===== src/rtl/gcd_seq_pkg.sv =====
// Package: shared types and constants for the GCD sequencer controller.
// Assumes the state order below; the enable word of each state is computed
// by uop_word and is the single source for the output decode.
package gcd_seq_pkg;

    localparam int STATE_W    = 3;
    localparam int NUM_STATES = 1 << STATE_W;
    localparam int UOP_W      = 11;

    // Enable bit positions, as decoded by the datapath.
    localparam int U_RG1_EN   = 0;
    localparam int U_RG2_EN   = 1;
    localparam int U_CNT_EN   = 2;
    localparam int U_CNT_DOWN = 3;
    localparam int U_RG2_SELA = 4;
    localparam int U_RG2_SELB = 5;
    localparam int U_RG1_SELA = 6;
    localparam int U_RG1_SELB = 7;
    localparam int U_ALU_OPA  = 8;
    localparam int U_ALU_OPB  = 9;
    localparam int U_READY    = 10;

    typedef enum logic [STATE_W-1:0] {
        ST_IDLE    = 3'd0,
        ST_LOAD    = 3'd1,
        ST_SWAP    = 3'd2,
        ST_NORM    = 3'd3,
        ST_SUB     = 3'd4,
        ST_RESTORE = 3'd5,
        ST_STEP    = 3'd6,
        ST_DONE    = 3'd7
    } seq_state_t;

    typedef struct packed {
        logic rem_zero;
        logic cnt_zero;
        logic neg;
        logic msb;
        logic less;
        logic equal;
    } seq_status_t;

    // Microinstruction attached to each state.
    function automatic logic [UOP_W-1:0] uop_word(input seq_state_t s);
        logic [UOP_W-1:0] w;
        w = '0;
        case (s)
            ST_LOAD: begin
                w[U_RG1_SELB] = 1'b1; w[U_RG2_SELB] = 1'b1;
                w[U_RG2_EN]   = 1'b1; w[U_RG1_EN]   = 1'b1;
            end
            ST_SWAP: begin
                w[U_RG1_SELA] = 1'b1; w[U_RG2_SELA] = 1'b1;
                w[U_RG2_EN]   = 1'b1; w[U_RG1_EN]   = 1'b1;
            end
            ST_NORM: begin
                w[U_ALU_OPB] = 1'b1; w[U_CNT_EN] = 1'b1; w[U_RG2_EN] = 1'b1;
            end
            ST_SUB: begin
                w[U_ALU_OPA] = 1'b1; w[U_RG1_EN] = 1'b1;
            end
            ST_RESTORE: begin
                w[U_RG1_EN] = 1'b1;
            end
            ST_STEP: begin
                w[U_ALU_OPB]  = 1'b1; w[U_ALU_OPA] = 1'b1; w[U_CNT_DOWN] = 1'b1;
                w[U_CNT_EN]   = 1'b1; w[U_RG2_EN]  = 1'b1;
            end
            ST_DONE: begin
                w[U_READY] = 1'b1;
            end
            default: w = '0;
        endcase
        return w;
    endfunction

    // For one enable bit, the set of states (one bit per state) that drive it.
    function automatic logic [NUM_STATES-1:0] uop_mask(input int bit_idx);
        logic [NUM_STATES-1:0] m;
        logic [UOP_W-1:0]      w;
        m = '0;
        for (int s = 0; s < NUM_STATES; s++) begin
            w    = uop_word(seq_state_t'(s[STATE_W-1:0]));
            m[s] = w[bit_idx];
        end
        return m;
    endfunction

endpackage


===== src/rtl/gcd_seq_next.sv =====
// Next-state logic: picks the following state from the present state,
// the start request and the datapath status flags. Purely combinational;
// assumes the flags are stable before the clock edge.
module gcd_seq_next
    import gcd_seq_pkg::*;
(
    input  seq_state_t  state_i,
    input  logic        start_i,
    input  seq_status_t status_i,
    output seq_state_t  next_o
);

    // Common exit once the remainder is final: finish or swap and repeat.
    seq_state_t after_remainder;

    // Purpose: choose the exit taken when the remainder loop is complete.
    always_comb begin
        if (!status_i.cnt_zero)     after_remainder = ST_STEP;
        else if (status_i.rem_zero) after_remainder = ST_DONE;
        else                        after_remainder = ST_SWAP;
    end

    // Purpose: the guarded transition list, branch priority top to bottom.
    always_comb begin
        next_o = state_i;
        case (state_i)
            ST_IDLE:    next_o = start_i ? ST_LOAD : ST_IDLE;
            ST_LOAD: begin
                if (status_i.equal)     next_o = ST_DONE;
                else if (status_i.less) next_o = ST_SWAP;
                else if (status_i.msb)  next_o = ST_SUB;
                else                    next_o = ST_NORM;
            end
            ST_SWAP:    next_o = status_i.msb ? ST_SUB : ST_NORM;
            ST_NORM:    next_o = status_i.msb ? ST_SUB : ST_NORM;
            ST_SUB:     next_o = status_i.neg ? ST_RESTORE : after_remainder;
            ST_RESTORE: next_o = after_remainder;
            ST_STEP:    next_o = ST_SUB;
            ST_DONE:    next_o = ST_IDLE;
            default:    next_o = ST_IDLE;
        endcase
    end

endmodule


===== src/rtl/gcd_seq_state.sv =====
// State register: holds the present state; synchronous active-low reset
// returns it to idle. Assumes the next state arrives settled from gcd_seq_next.
module gcd_seq_state
    import gcd_seq_pkg::*;
(
    input  logic       clk_i,
    input  logic       rst_ni,
    input  seq_state_t next_i,
    output seq_state_t state_o
);

    // Purpose: register the next state, or idle on reset.
    always_ff @(posedge clk_i) begin
        if (!rst_ni) state_o <= ST_IDLE;
        else         state_o <= next_i;
    end

    // with reset low on an edge, idle is present on the following cycle.
    p_reset_to_idle_r1: assert property (@(posedge clk_i)
        disable iff (rst_ni) 1'b1 |=> (state_o == ST_IDLE));

endmodule


===== src/rtl/gcd_seq_uop.sv =====
// Output decode: turns the registered state into the enable word.
// One OR term per enable bit over the one-hot form of the state; depends
// only on the state, so the word moves only at clock edges.
module gcd_seq_uop
    import gcd_seq_pkg::*;
(
    input  seq_state_t       state_i,
    output logic [UOP_W-1:0] uop_o
);

    logic [NUM_STATES-1:0] state_oh;

    // Purpose: one-hot form of the present state.
    always_comb begin
        state_oh = '0;
        state_oh[state_i] = 1'b1;
    end

    // Purpose: each enable bit is active in the states its mask names.
    for (genvar b = 0; b < UOP_W; b++) begin : g_uop_bit
        localparam logic [NUM_STATES-1:0] MASK = uop_mask(b);
        assign uop_o[b] = |(state_oh & MASK);
    end

endmodule


===== src/rtl/gcd_seq_ctl.sv =====
// Top of the GCD sequencer controller: a Moore machine that drives one
// microinstruction per state into the GCD datapath. Assumes the status
// flags are synchronous to clk_i. Synchronous active-low reset.
module gcd_seq_ctl
    import gcd_seq_pkg::*;
(
    input  logic             clk_i,
    input  logic             rst_ni,
    input  logic             start_i,
    input  logic             equal_i,
    input  logic             less_i,
    input  logic             msb_i,
    input  logic             neg_i,
    input  logic             cnt_zero_i,
    input  logic             rem_zero_i,
    output logic [UOP_W-1:0] uop_o
);

    seq_status_t status;
    seq_state_t  state;
    seq_state_t  next_state;

    // Purpose: gather the status flags into one record.
    assign status = '{rem_zero: rem_zero_i, cnt_zero: cnt_zero_i, neg: neg_i,
                      msb: msb_i, less: less_i, equal: equal_i};

    gcd_seq_next u_next (
        .state_i  (state),
        .start_i  (start_i),
        .status_i (status),
        .next_o   (next_state)
    );

    gcd_seq_state u_state (
        .clk_i   (clk_i),
        .rst_ni  (rst_ni),
        .next_i  (next_state),
        .state_o (state)
    );

    gcd_seq_uop u_uop (
        .state_i (state),
        .uop_o   (uop_o)
    );

    // idle drives no enable.
    p_idle_quiet_r1: assert property (@(posedge clk_i) disable iff (!rst_ni)
        (state == ST_IDLE) |-> (uop_o == '0));

    // without start, idle is held.
    p_idle_hold_r2: assert property (@(posedge clk_i) disable iff (!rst_ni)
        (state == ST_IDLE && !start_i) |=> (state == ST_IDLE));

    // equal operands win over every other flag in load.
    p_equal_first_r3: assert property (@(posedge clk_i) disable iff (!rst_ni)
        (state == ST_LOAD && equal_i) |=> (uop_o[U_READY] == 1'b1));

    // normalize holds until the top bit is reached.
    p_norm_hold_r5: assert property (@(posedge clk_i) disable iff (!rst_ni)
        (state == ST_NORM && !msb_i) |=> $stable(uop_o));

    // a negative partial remainder always leads to restore.
    p_neg_restore_r6: assert property (@(posedge clk_i) disable iff (!rst_ni)
        (state == ST_SUB && neg_i) |=> (state == ST_RESTORE));

    // a step is always followed by a subtract.
    p_step_to_sub_r8: assert property (@(posedge clk_i) disable iff (!rst_ni)
        (state == ST_STEP) |=> (state == ST_SUB));

    // ready is raised alone and lasts one cycle.
    p_ready_alone_r9: assert property (@(posedge clk_i) disable iff (!rst_ni)
        uop_o[U_READY] |-> ($countones(uop_o) == 1));
    p_ready_pulse_r9: assert property (@(posedge clk_i) disable iff (!rst_ni)
        uop_o[U_READY] |=> (uop_o == '0));

endmodule


===== config.mk =====
export PLATFORM = sky130hd
export DESIGN_NAME = gcd_seq_ctl
export DESIGN_NICKNAME = d
export VERILOG_FILES = /design/src/rtl/gcd_seq_pkg.sv /design/src/rtl/gcd_seq_next.sv /design/src/rtl/gcd_seq_state.sv /design/src/rtl/gcd_seq_uop.sv /design/src/rtl/gcd_seq_ctl.sv
export SDC_FILE = /design/constraint.sdc
export NUM_CORES = 1
export LEC_CHECK = 0
export BUFFER_PORTS_ARGS = -buffer_cell sky130_fd_sc_hd__clkbuf_2
export CAP_MARGIN = 30
export CORE_AREA = 2 2 39 41
export DETAILED_ROUTE_END_ITERATION = 10
export DIE_AREA = 0 0 41 43
export PLACE_DENSITY_LB_ADDON = 0.25
export SLEW_MARGIN = 30
export SYNTH_ARGS = -nofsm -noshare
export SYNTH_HDL_FRONTEND = slang
export SYNTH_HIERARCHICAL = 1
export SYNTH_SLANG_ARGS = --single-unit

===== constraint.sdc =====
create_clock -name clk_i -period 2.2 [get_ports clk_i]
set_input_delay 0.44 -clock clk_i [delete_from_list [all_inputs] [get_ports clk_i]]
set_output_delay 0.44 -clock clk_i [all_outputs]
set_load 0.005 [all_outputs]

==> flow_summary.json, run 1 <==
{
  "irDropWorstVdd_v": 0.000357,
  "finalSetupViolations": 0,
  "drive_above_1_share_pct": 39.7,
  "netlist_instances": 43,
  "crit_slowest_cell": "dfxtp_1",
  "path_cells": "or2b_1, a21boi_1, clkbuf_2",
  "holdCritStartpoint": "rst_ni",
  "viasPerCell": 4.28,
  "port-buffer-count": 19,
  "place_inst": 75,
  "dr.pass1.iters": 4,
  "period_share_pct": 79.2,
  "antennaDiodeCount": 0,
  "cp_max_fo": 10,
  "cts.repair.resized": 0,
  "clk_latency_ps": 240,
  "rsz0062_at_grt": "no",
  "grt_pass1_wl_um": 1030,
  "worstMarginPinSlew_ps": 431,
  "grt_max_degree": 15,
  "hold_class": "in -> reg",
  "r2r_slack_ps": 870,
  "ant_nets": 0,
  "grt_antenna_before_repair": 0,
  "place_hpwl_um": 543,
  "grt_usage_pct": 9.63,
  "root_buffer": "clkbuf_4",
  "layout_setup_ws_ps": 457,
  "min_to": "u_state/state_o[0]$_SDFF_PN0_",
  "fp.dieW_um": 41,
  "clockBufferDepth": 2,
  "most-common-layout-cells": "19 x clkbuf_2, 6 x nor2_1, 5 x inv_1",
  "synth_warnings": 6,
  "die_area_sq_um": 1760,
  "fin_nets": 73,
  "rr_worst_depth": 4,
  "max_slew_margin_pct": 71.2,
  "reg_top3": "u_state/state_o (3)",
  "cts_buffers": 3,
  "mostFrequentLayoutCell": "clkbuf_2",
  "holdBufCountCts": 0,
  "path_class": "reg -> out",
  "synth_area_per_cell_sq_um": 7.36,
  "h-tree-depth": 1,
  "p_leak_uw": 0.000224,
  "regMostFlops": "u_state/state_o",
  "pre_cts_ws_ps": 705,
  "drv_slew": 0,
  "start_util_pct": 22.9,
  "ys_ff_latch": 3,
  "swShare_pct": 38.8,
  "synth_area_sq_um": 317,
  "routed_wl_um": 731,
  "cp_num_buf_inv": 1,
  "r2r_end": "u_state/state_o[2]$_SDFF_PN0_",
  "rows": 14,
  "maxCapViolCount": 0,
  "grt-ovfl-total": 0,
  "p_sw_uw": 167,
  "timing.hold.ws_ps": 430,
  "synth_sequential_area_ratio_pct": 19.0,
  "die_y_um": 43,
  "ys_types": 24,
  "critPathLaunchType": "flip-flop",
  "place_congestion": 0.697,
  "cellPowerDensity_nw_per_um2": 987,
  "post_cts_buffers": 0,
  "synthToLayoutAreaGrowth_pct": 37.5,
  "cpPeakStageDelay_ps": 470,
  "dr.first_iter.drc_count": 6,
  "clkSinkCount": 3,
  "hold_path_depth": 2,
  "skew_ps": 0.666,
  "power_frac_comb_pct": 50.6,
  "largest_reg_flops": 3,
  "clk_pin_slew_ps": 40,
  "clock_power_share_pct": 22.9,
  "crit_required_ps": 1760,
  "status": "completed",
  "fin_tns_setup_ps": 0,
  "layout.cells.non_filler": 79,
  "p_seq_share_pct": 26.5,
  "critPathArrivalTime_ps": 1300,
  "avgRoutedWirePerCell_um": 9.25,
  "grt_pass1_vias": 230,
  "vias": 338,
  "tritoncts": "done",
  "route.detailed.drc": 0,
  "fmax_mhz": 574,
  "core_area_sq_um": 1380,
  "r2r_start": "u_state/state_o[1]$_SDFF_PN0_",
  "fin_crit_ps": 1740,
  "hold_viol_final": 0,
  "cp_top_family": "flip-flops",
  "intPower_uw": 263,
  "syn-num-nets": 52,
  "critical_path.endpoint_type": "output port",
  "io_pins": 20
}
## stage by stage
step	area [sq um]	utilization, %	total power (uW)
4_1_cts	435	31.5	440
3_5_place_dp	409	29.6	333
2_1_floorplan	317	-	267
6_report	435	31.5	430
3_3_place_gp	409	29.6	334
5_1_grt	435	31.5	483
## synth_stat cells, drive strengths merged
cell type / n / area, sq um
o31ai: 1 / 7.51
nor2b: 2 / 12.5
o22ai: 1 / 6.26
and2: 3 / 18.8
o21ai: 1 / 5.00
a21boi: 1 / 7.51
and3: 1 / 6.26
or2b: 1 / 7.51
a221o: 1 / 10.0
o21a: 1 / 7.51
a22oi: 2 / 20.0
xnor2: 1 / 8.76
nor2: 6 / 22.5
dfxtp: 3 / 60.1
nor4: 1 / 6.26
buf: 3 / 22.5
inv: 5 / 18.8
nor3: 1 / 5.00
nand2b: 5 / 38.8
a21oi: 1 / 5.00
o32ai: 1 / 16.3
nand2: 1 / 3.75
## per-layer routing
metal | global-route usage [%] | up-vias | wire [um]
met5 | 0 | - | 0
met4 | 4.00 | 0 | 0
met3 | 9.42 | 0 | 95
met2 | 11.3 | 18 | 312
met1 | 11.5 | 136 | 323
li1 | - | 184 | -
## final cells by class
type / instances / area [sq um]
clock buffer: 4 / 26.3
fill: 154 / 948
inverter: 5 / 18.8
multi-input combinational: 32 / 215
sequential: 3 / 60.1
tap: 16 / 20.0
timing repair buffer: 19 / 95.1
## power groups by stage
| stage | clock network [uW] | logic, uW | registers (uW) |
|---|---|---|---|
| 2_1_floorplan | 0 | 164 | 103 |
| 3_3_place_gp | 0 | 220 | 114 |
| 3_5_place_dp | 0 | 217 | 116 |
| 4_1_cts | 105 | 221 | 114 |
| 5_1_grt | 114 | 250 | 119 |
| 6_report | 98.5 | 217 | 114 |
## worst max-delay path by stage
stage | endpoint | from | depth (start not counted) | slack (ps)
final | uop_o[2] | u_state/state_o[0]$_SDFF_PN0_ | 3 | 460
after CTS | uop_o[2] | u_state/state_o[0]$_SDFF_PN0_ | 3 | 440
after detailed placement | uop_o[2] | u_state/state_o[0]$_SDFF_PN0_ | 3 | 700
after global placement | uop_o[2] | u_state/state_o[2]$_SDFF_PN0_ | 3 | 730
after floorplan | uop_o[9] | u_state/state_o[0]$_SDFF_PN0_ | 3 | 750
after global routing | uop_o[9] | u_state/state_o[0]$_SDFF_PN0_ | 3 | 350
## cell families after synthesis
logic type / synth area share [%]
XOR/XNOR: 2.77
AO/OA/AOI/OAI: 26.9
buffers and inverters: 13.0
AND/OR/NAND/NOR: 38.3
flip-flops: 19.0
(Power assumes the default switching activity.)
==> run 2: changes to the inputs <==
- ABC_AREA: unset -> 1
- clock period: 2.2 -> 1.7 ns (I/O delays scaled with it)
==> run 2 against run 1 <==
Count of clock-buffer cells in the layout unchanged. Register-to-register slack worse by 300 ps. Sequential share of layout area down 1.1 points. Worst hold slack worse by 110 ps. Largest cell class unchanged.
==> flow_summary.json, run 2 <==
{
  "status": "completed",
  "r2r_end": "u_state/state_o[0]$_SDFF_PN0_",
  "ys_top_cells_by_count": "11 x nand2_1, 10 x nand3_1, 9 x inv_1",
  "rows": 14,
  "fmax_mhz": 668,
  "synth_sequential_area_ratio_pct": 16.9,
  "fin_nets": 92,
  "finalSetupViolations": 0,
  "synth_top_area_share_pct": 16.9,
  "holdBufCountCts": 0,
  "synth_most_common_cell": "nand2_1",
  "ys.flop_type": "dfxtp_1",
  "ys_types": 17,
  "port-buffer-count": 19,
  "clk_latency_ps": 230,
  "crit_required_ps": 1360,
  "grt_pass1_wl_um": 1240,
  "antennaDiodeCount": 0,
  "clock_power_share_pct": 17.5,
  "drv_slew": 0,
  "synthToLayoutAreaGrowth_pct": 33.5,
  "synth-edff-count": 0,
  "critical_path.endpoint_type": "output port",
  "grt_max_degree": 10,
  "fin_tns_setup_ps": 0,
  "netlist_top_cells_area": "dfxtp_1 17%, nand3_1 14%, nand2_1 12%, inv_1 9.5%, nor2_1 8.5%",
  "fp.dieW_um": 41,
  "skew_ps": 0.301,
  "synth_largest_area_cell": "dfxtp_1",
  "finalPower_uw": 702,
  "io_pins": 20,
  "crit_slowest_cell": "dfxtp_1",
  "irDropWorstVdd_v": 0.000495,
  "most-common-layout-cells": "19 x clkbuf_2, 11 x nand2_1, 10 x nand3_1",
  "core_area_sq_um": 1380,
  "min_to": "u_state/state_o[0]$_SDFF_PN0_",
  "cp_max_fo": 9,
  "critPathArrivalTime_ps": 1160,
  "cts.repair.resized": 0,
  "routed_wl_um": 757,
  "post_cts_buffers": 0,
  "p_leak_uw": 0.000293,
  "max_slew_margin_pct": 77.4,
  "clockBufferDepth": 2,
  "reg_top3": "u_state/state_o (3)",
  "avgRoutedWirePerCell_um": 7.72,
  "die_y_um": 43,
  "clk_pin_slew_ps": 40,
  "tritoncts": "done",
  "dr.pass1.iters": 4,
  "period_share_pct": 88.1,
  "rsz0062_at_grt": "no",
  "layout_setup_ws_ps": 203,
  "cpPeakStageDelay_ps": 510,
  "die_area_sq_um": 1760,
  "root_buffer": "clkbuf_4",
  "path_class": "reg -> out",
  "synth_area_sq_um": 355,
  "dr.first_iter.drc_count": 1,
  "clkSinkCount": 3,
  "ys_ff_latch": 3,
  "swShare_pct": 46.7,
  "grt_antenna_before_repair": 0,
  "r2r_start": "u_state/state_o[1]$_SDFF_PN0_",
  "grt_usage_pct": 9.72,
  "viasPerCell": 4.35,
  "place_congestion": 0.760,
  "async_flop_share_pct": 0,
  "path_cells": "inv_2, nor3_2, clkbuf_2",
  "grt_pass1_vias": 336,
  "maxCapViolCount": 0,
  "p_sw_uw": 328,
  "ant_nets": 0,
  "cts_buffers": 3,
  "vias": 426,
  "synth_warnings": 6,
  "h-tree-depth": 1,
  "cellPowerDensity_nw_per_um2": 1480,
  "synth_area_per_cell_sq_um": 5.73,
  "drive_above_1_share_pct": 40.2,
  "hold_viol_final": 0,
  "power_frac_comb_pct": 58.0,
  "syn-num-nets": 71,
  "largest_reg_flops": 3,
  "pre_cts_ws_ps": 448,
  "holdCritStartpoint": "rst_ni",
  "mostFrequentLayoutCell": "clkbuf_2",
  "netlist_instances": 62,
  "worstMarginPinSlew_ps": 338,
  "regMostFlops": "u_state/state_o",
  "rr_worst_depth": 7,
  "critPathLaunchType": "flip-flop",
  "intPower_uw": 374,
  "hold_path_depth": 3,
  "fin_crit_ps": 1500,
  "r2r_slack_ps": 570,
  "place_hpwl_um": 663,
  "p_seq_share_pct": 24.5,
  "hold_class": "in -> reg",
  "grt-ovfl-total": 0,
  "route.detailed.drc": 0,
  "start_util_pct": 25.7
}
[run 2: logic make-up (layout without fill, tap and decap cells)]
logic type             Yosys count  count (layout)  share of synthesized area (%)
DFF                              3               3                           16.9
muxes                            1               1                           2.82
and+or+nand+nor                 33              33                           45.8
AOI/OAI and AO/OA                7               7                           12.3
buffers and inverters           18              38                           22.2
[run 2: layer usage]
metal	wire length, um	track usage, %	part of all wire, %
met2	327	13.4	43
met4	0	2.00	0
met5	0	0	0
met1	373	14.4	49
met3	56	3.14	7.4
[run 2: per-stage QoR]
| stage | util (%) | std cells | hold slack [ps] | area [sq um] |
|---|---|---|---|---|
| after floorplan | - | 62 | 433 | 355 |
| after global placement | 32.4 | 94 | 559 | 448 |
| after detailed placement | 32.4 | 94 | 562 | 448 |
| after CTS | 34.3 | 98 | 319 | 474 |
| after global routing | 34.3 | 98 | 340 | 474 |
| final | 34.3 | 98 | 322 | 474 |
[run 2: critical path, delay by kind of cell, from the launching register on]
kind,cells,cell delay (ps)
flops,1,510
buf+inv,2,230
simple gates,1,180
[run 2: how the worst max path moves through the flow]
stage                             startpoint         to  slack [ps]
6_report       u_state/state_o[2]$_SDFF_PN0_  uop_o[10]         200
3_3_place_gp   u_state/state_o[2]$_SDFF_PN0_  uop_o[10]         440
5_1_grt        u_state/state_o[0]$_SDFF_PN0_   uop_o[8]         110
4_1_cts        u_state/state_o[2]$_SDFF_PN0_  uop_o[10]         190
2_1_floorplan  u_state/state_o[0]$_SDFF_PN0_   uop_o[9]         510
3_5_place_dp   u_state/state_o[2]$_SDFF_PN0_  uop_o[10]         450
[run 2: area by class of cell]
cell class              instances  area [sq um]
clock buffers                   4          26.3
fillers                       159           910
inverters                      15          56.3
multi-input cells              41           216
flip-flops and latches          3          60.1
well taps                      16          20.0
repair buffers                 19          95.1
[run 2: power groups by stage]
stage	logic (uW)	clock network [uW]	registers, uW
finish	407	123	172
CTS	415	130	173
detailed placement	415	0	173
floorplan	304	0	159
global placement	412	0	174
global route	478	133	182
==> run 3: changes to the inputs <==
- RECOVER_POWER: unset -> 25
- SETUP_SLACK_MARGIN: unset -> 0.4
==> run 3 against run 2 <==
Register-to-register slack worse by 250 ps. First-iteration DRC count unchanged. Die area unchanged. Via count up 1.4%. Critical path depth unchanged. Utilization up 4.2 points. Sequential share of layout area about the same. Combinational power up 24%. Sequential cell count unchanged.
==> flow_summary.json, run 3 (same netlist as run 2, synthesis figures left out) <==
{
  "status": "completed",
  "grt_max_degree": 7,
  "io_pins": 20,
  "vias": 432,
  "cp_num_buf_inv": 2,
  "most-common-layout-cells": "16 x clkbuf_2, 10 x inv_1, 9 x nand2_1",
  "crit_slowest_cell": "dfxtp_1",
  "place_hpwl_um": 663,
  "dr.first_iter.drc_count": 1,
  "grt_usage_pct": 10.5,
  "die_y_um": 43,
  "critPathArrivalTime_ps": 1100,
  "grt_pass1_wl_um": 1350,
  "port-buffer-count": 19,
  "clk_latency_ps": 230,
  "crit_required_ps": 1360,
  "hold_viol_final": 0,
  "cts_buffers": 3,
  "path_class": "reg -> out",
  "grt-ovfl-total": 0,
  "clk_pin_slew_ps": 40,
  "dpl_cell_area_sq_um": 448,
  "final_area_sq_um": 532,
  "mostFrequentLayoutCell": "clkbuf_2",
  "cpPeakStageDelay_ps": 480,
  "clockBufferDepth": 2,
  "skew_ps": 0.205,
  "finalPower_uw": 809,
  "avgRoutedWirePerCell_um": 8.69,
  "core_area_sq_um": 1380,
  "start_util_pct": 25.7,
  "h-tree-depth": 1,
  "cp_top_family": "flip-flops",
  "route.detailed.drc": 0,
  "drv_slew": 0,
  "largest_reg_flops": 3,
  "routed_wl_um": 878,
  "reg_top3": "u_state/state_o (3)",
  "regMostFlops": "u_state/state_o",
  "finalSetupViolations": 0,
  "maxCapViolCount": 0,
  "irDropWorstVdd_v": 0.000533,
  "hold_class": "in -> reg",
  "cellPowerDensity_nw_per_um2": 1520,
  "layout.cells.non_filler": 101,
  "dr.pass1.iters": 4,
  "critical_path.endpoint_type": "output port",
  "p_leak_uw": 0.000316,
  "die_area_sq_um": 1760,
  "grt_antenna_before_repair": 0,
  "worstMarginPinSlew_ps": 302,
  "ant_nets": 0,
  "viasPerCell": 4.28,
  "timing.hold.ws_ps": 322,
  "fmax_mhz": 695,
  "critPathLaunchType": "flip-flop",
  "place_inst": 94,
  "path_cells": "inv_4, nor3_2, buf_2",
  "tritoncts": "done",
  "fin_tns_setup_ps": 0,
  "fp.dieW_um": 41,
  "grt_pass1_vias": 367,
  "drive_above_1_share_pct": 48.2,
  "root_buffer": "clkbuf_4",
  "period_share_pct": 84.7,
  "rows": 14,
  "fin_nets": 95,
  "antennaDiodeCount": 0,
  "synthToLayoutAreaGrowth_pct": 49.6,
  "max_slew_margin_pct": 79.8,
  "cp_max_fo": 5,
  "fin_crit_ps": 1440,
  "place_congestion": 0.760,
  "clkSinkCount": 3,
  "rsz0062_at_grt": "yes"
}
==> run 3: cell count changes in the layout (fill, tap and decap cells not counted), moves of 3 or more <==
cell	previous run	this run
buf_2	0	3
clkbuf_2	19	16
inv_2	6	2
inv_4	0	3
==> run 3: layout make-up <==
type / count / area [sq um]
Clock buffer: 4 / 26.3
Fill cell: 155 / 852
Inverter: 15 / 63.8
Multi-Input combinational cell: 41 / 240
Sequential cell: 3 / 67.6
Tap cell: 16 / 20.0
Timing Repair Buffer: 22 / 114
==> run 3: stage by stage <==
stage | setup slack, ps | util, %
6_report | 261 | 38.4
5_1_grt | 189 | 38.4
4_1_cts | 383 | 37.4
3_5_place_dp | 448 | 32.4
3_3_place_gp | 445 | 32.4
2_1_floorplan | 514 | -
==> run 3: layer usage <==
layer  wire, um  track usage, %  vias up  part of all wire (%)
li1           -               -      238                     -
met1        407            14.1      180                    46
met2        414            16.3       14                    47
met3         56            3.14        0                   6.4
met4          0            2.00        0                     0
met5          0               0        -                     0
==> run 3: worst paths after layout <==
| path | startpoint | end | slack [ps] | cells after the start |
|---|---|---|---|---|
| max | u_state/state_o[2]$_SDFF_PN0_ | uop_o[10] | 260 | 3 |
| max reg2reg | u_state/state_o[2]$_SDFF_PN0_ | u_state/state_o[2]$_SDFF_PN0_ | 320 | 8 |
| min reg2reg | u_state/state_o[1]$_SDFF_PN0_ | u_state/state_o[2]$_SDFF_PN0_ | 660 | 4 |
| min | rst_ni | u_state/state_o[0]$_SDFF_PN0_ | 320 | 3 |
==> run 3: worst reg2reg max path: stages, from the launching register on <==
cell      delay (ps)
dfxtp_1          480
clkbuf_1         260
inv_1            120
nand3_2           90
inv_1             60
o21ai_1           70
nand3_1           80
nand2_1           70
inv_1             40
==> run 3: what timing repair did <==
action / 4_1_cts / 5_1_grt
hold buffers: 0 / 0
setup endpoints to repair: 11 / 10
pin swaps: 1 / 2
gates cloned: 0 / 0
hold endpoints to repair: 0 / 0
resized for setup: 9 / 9
buffers inserted: 3 / 0
==> run 3: where the power goes <==
| group | leakage [uW] | internal, uW | switching (uW) | total (uW) |
|---|---|---|---|---|
| Sequential | 0.0000260 | 113 | 70.8 | 184 |
| Combinational | 0.000275 | 232 | 271 | 503 |
| Clock | 0.0000150 | 87.8 | 35.0 | 123 |
| Total | 0.000316 | 432 | 377 | 809 |
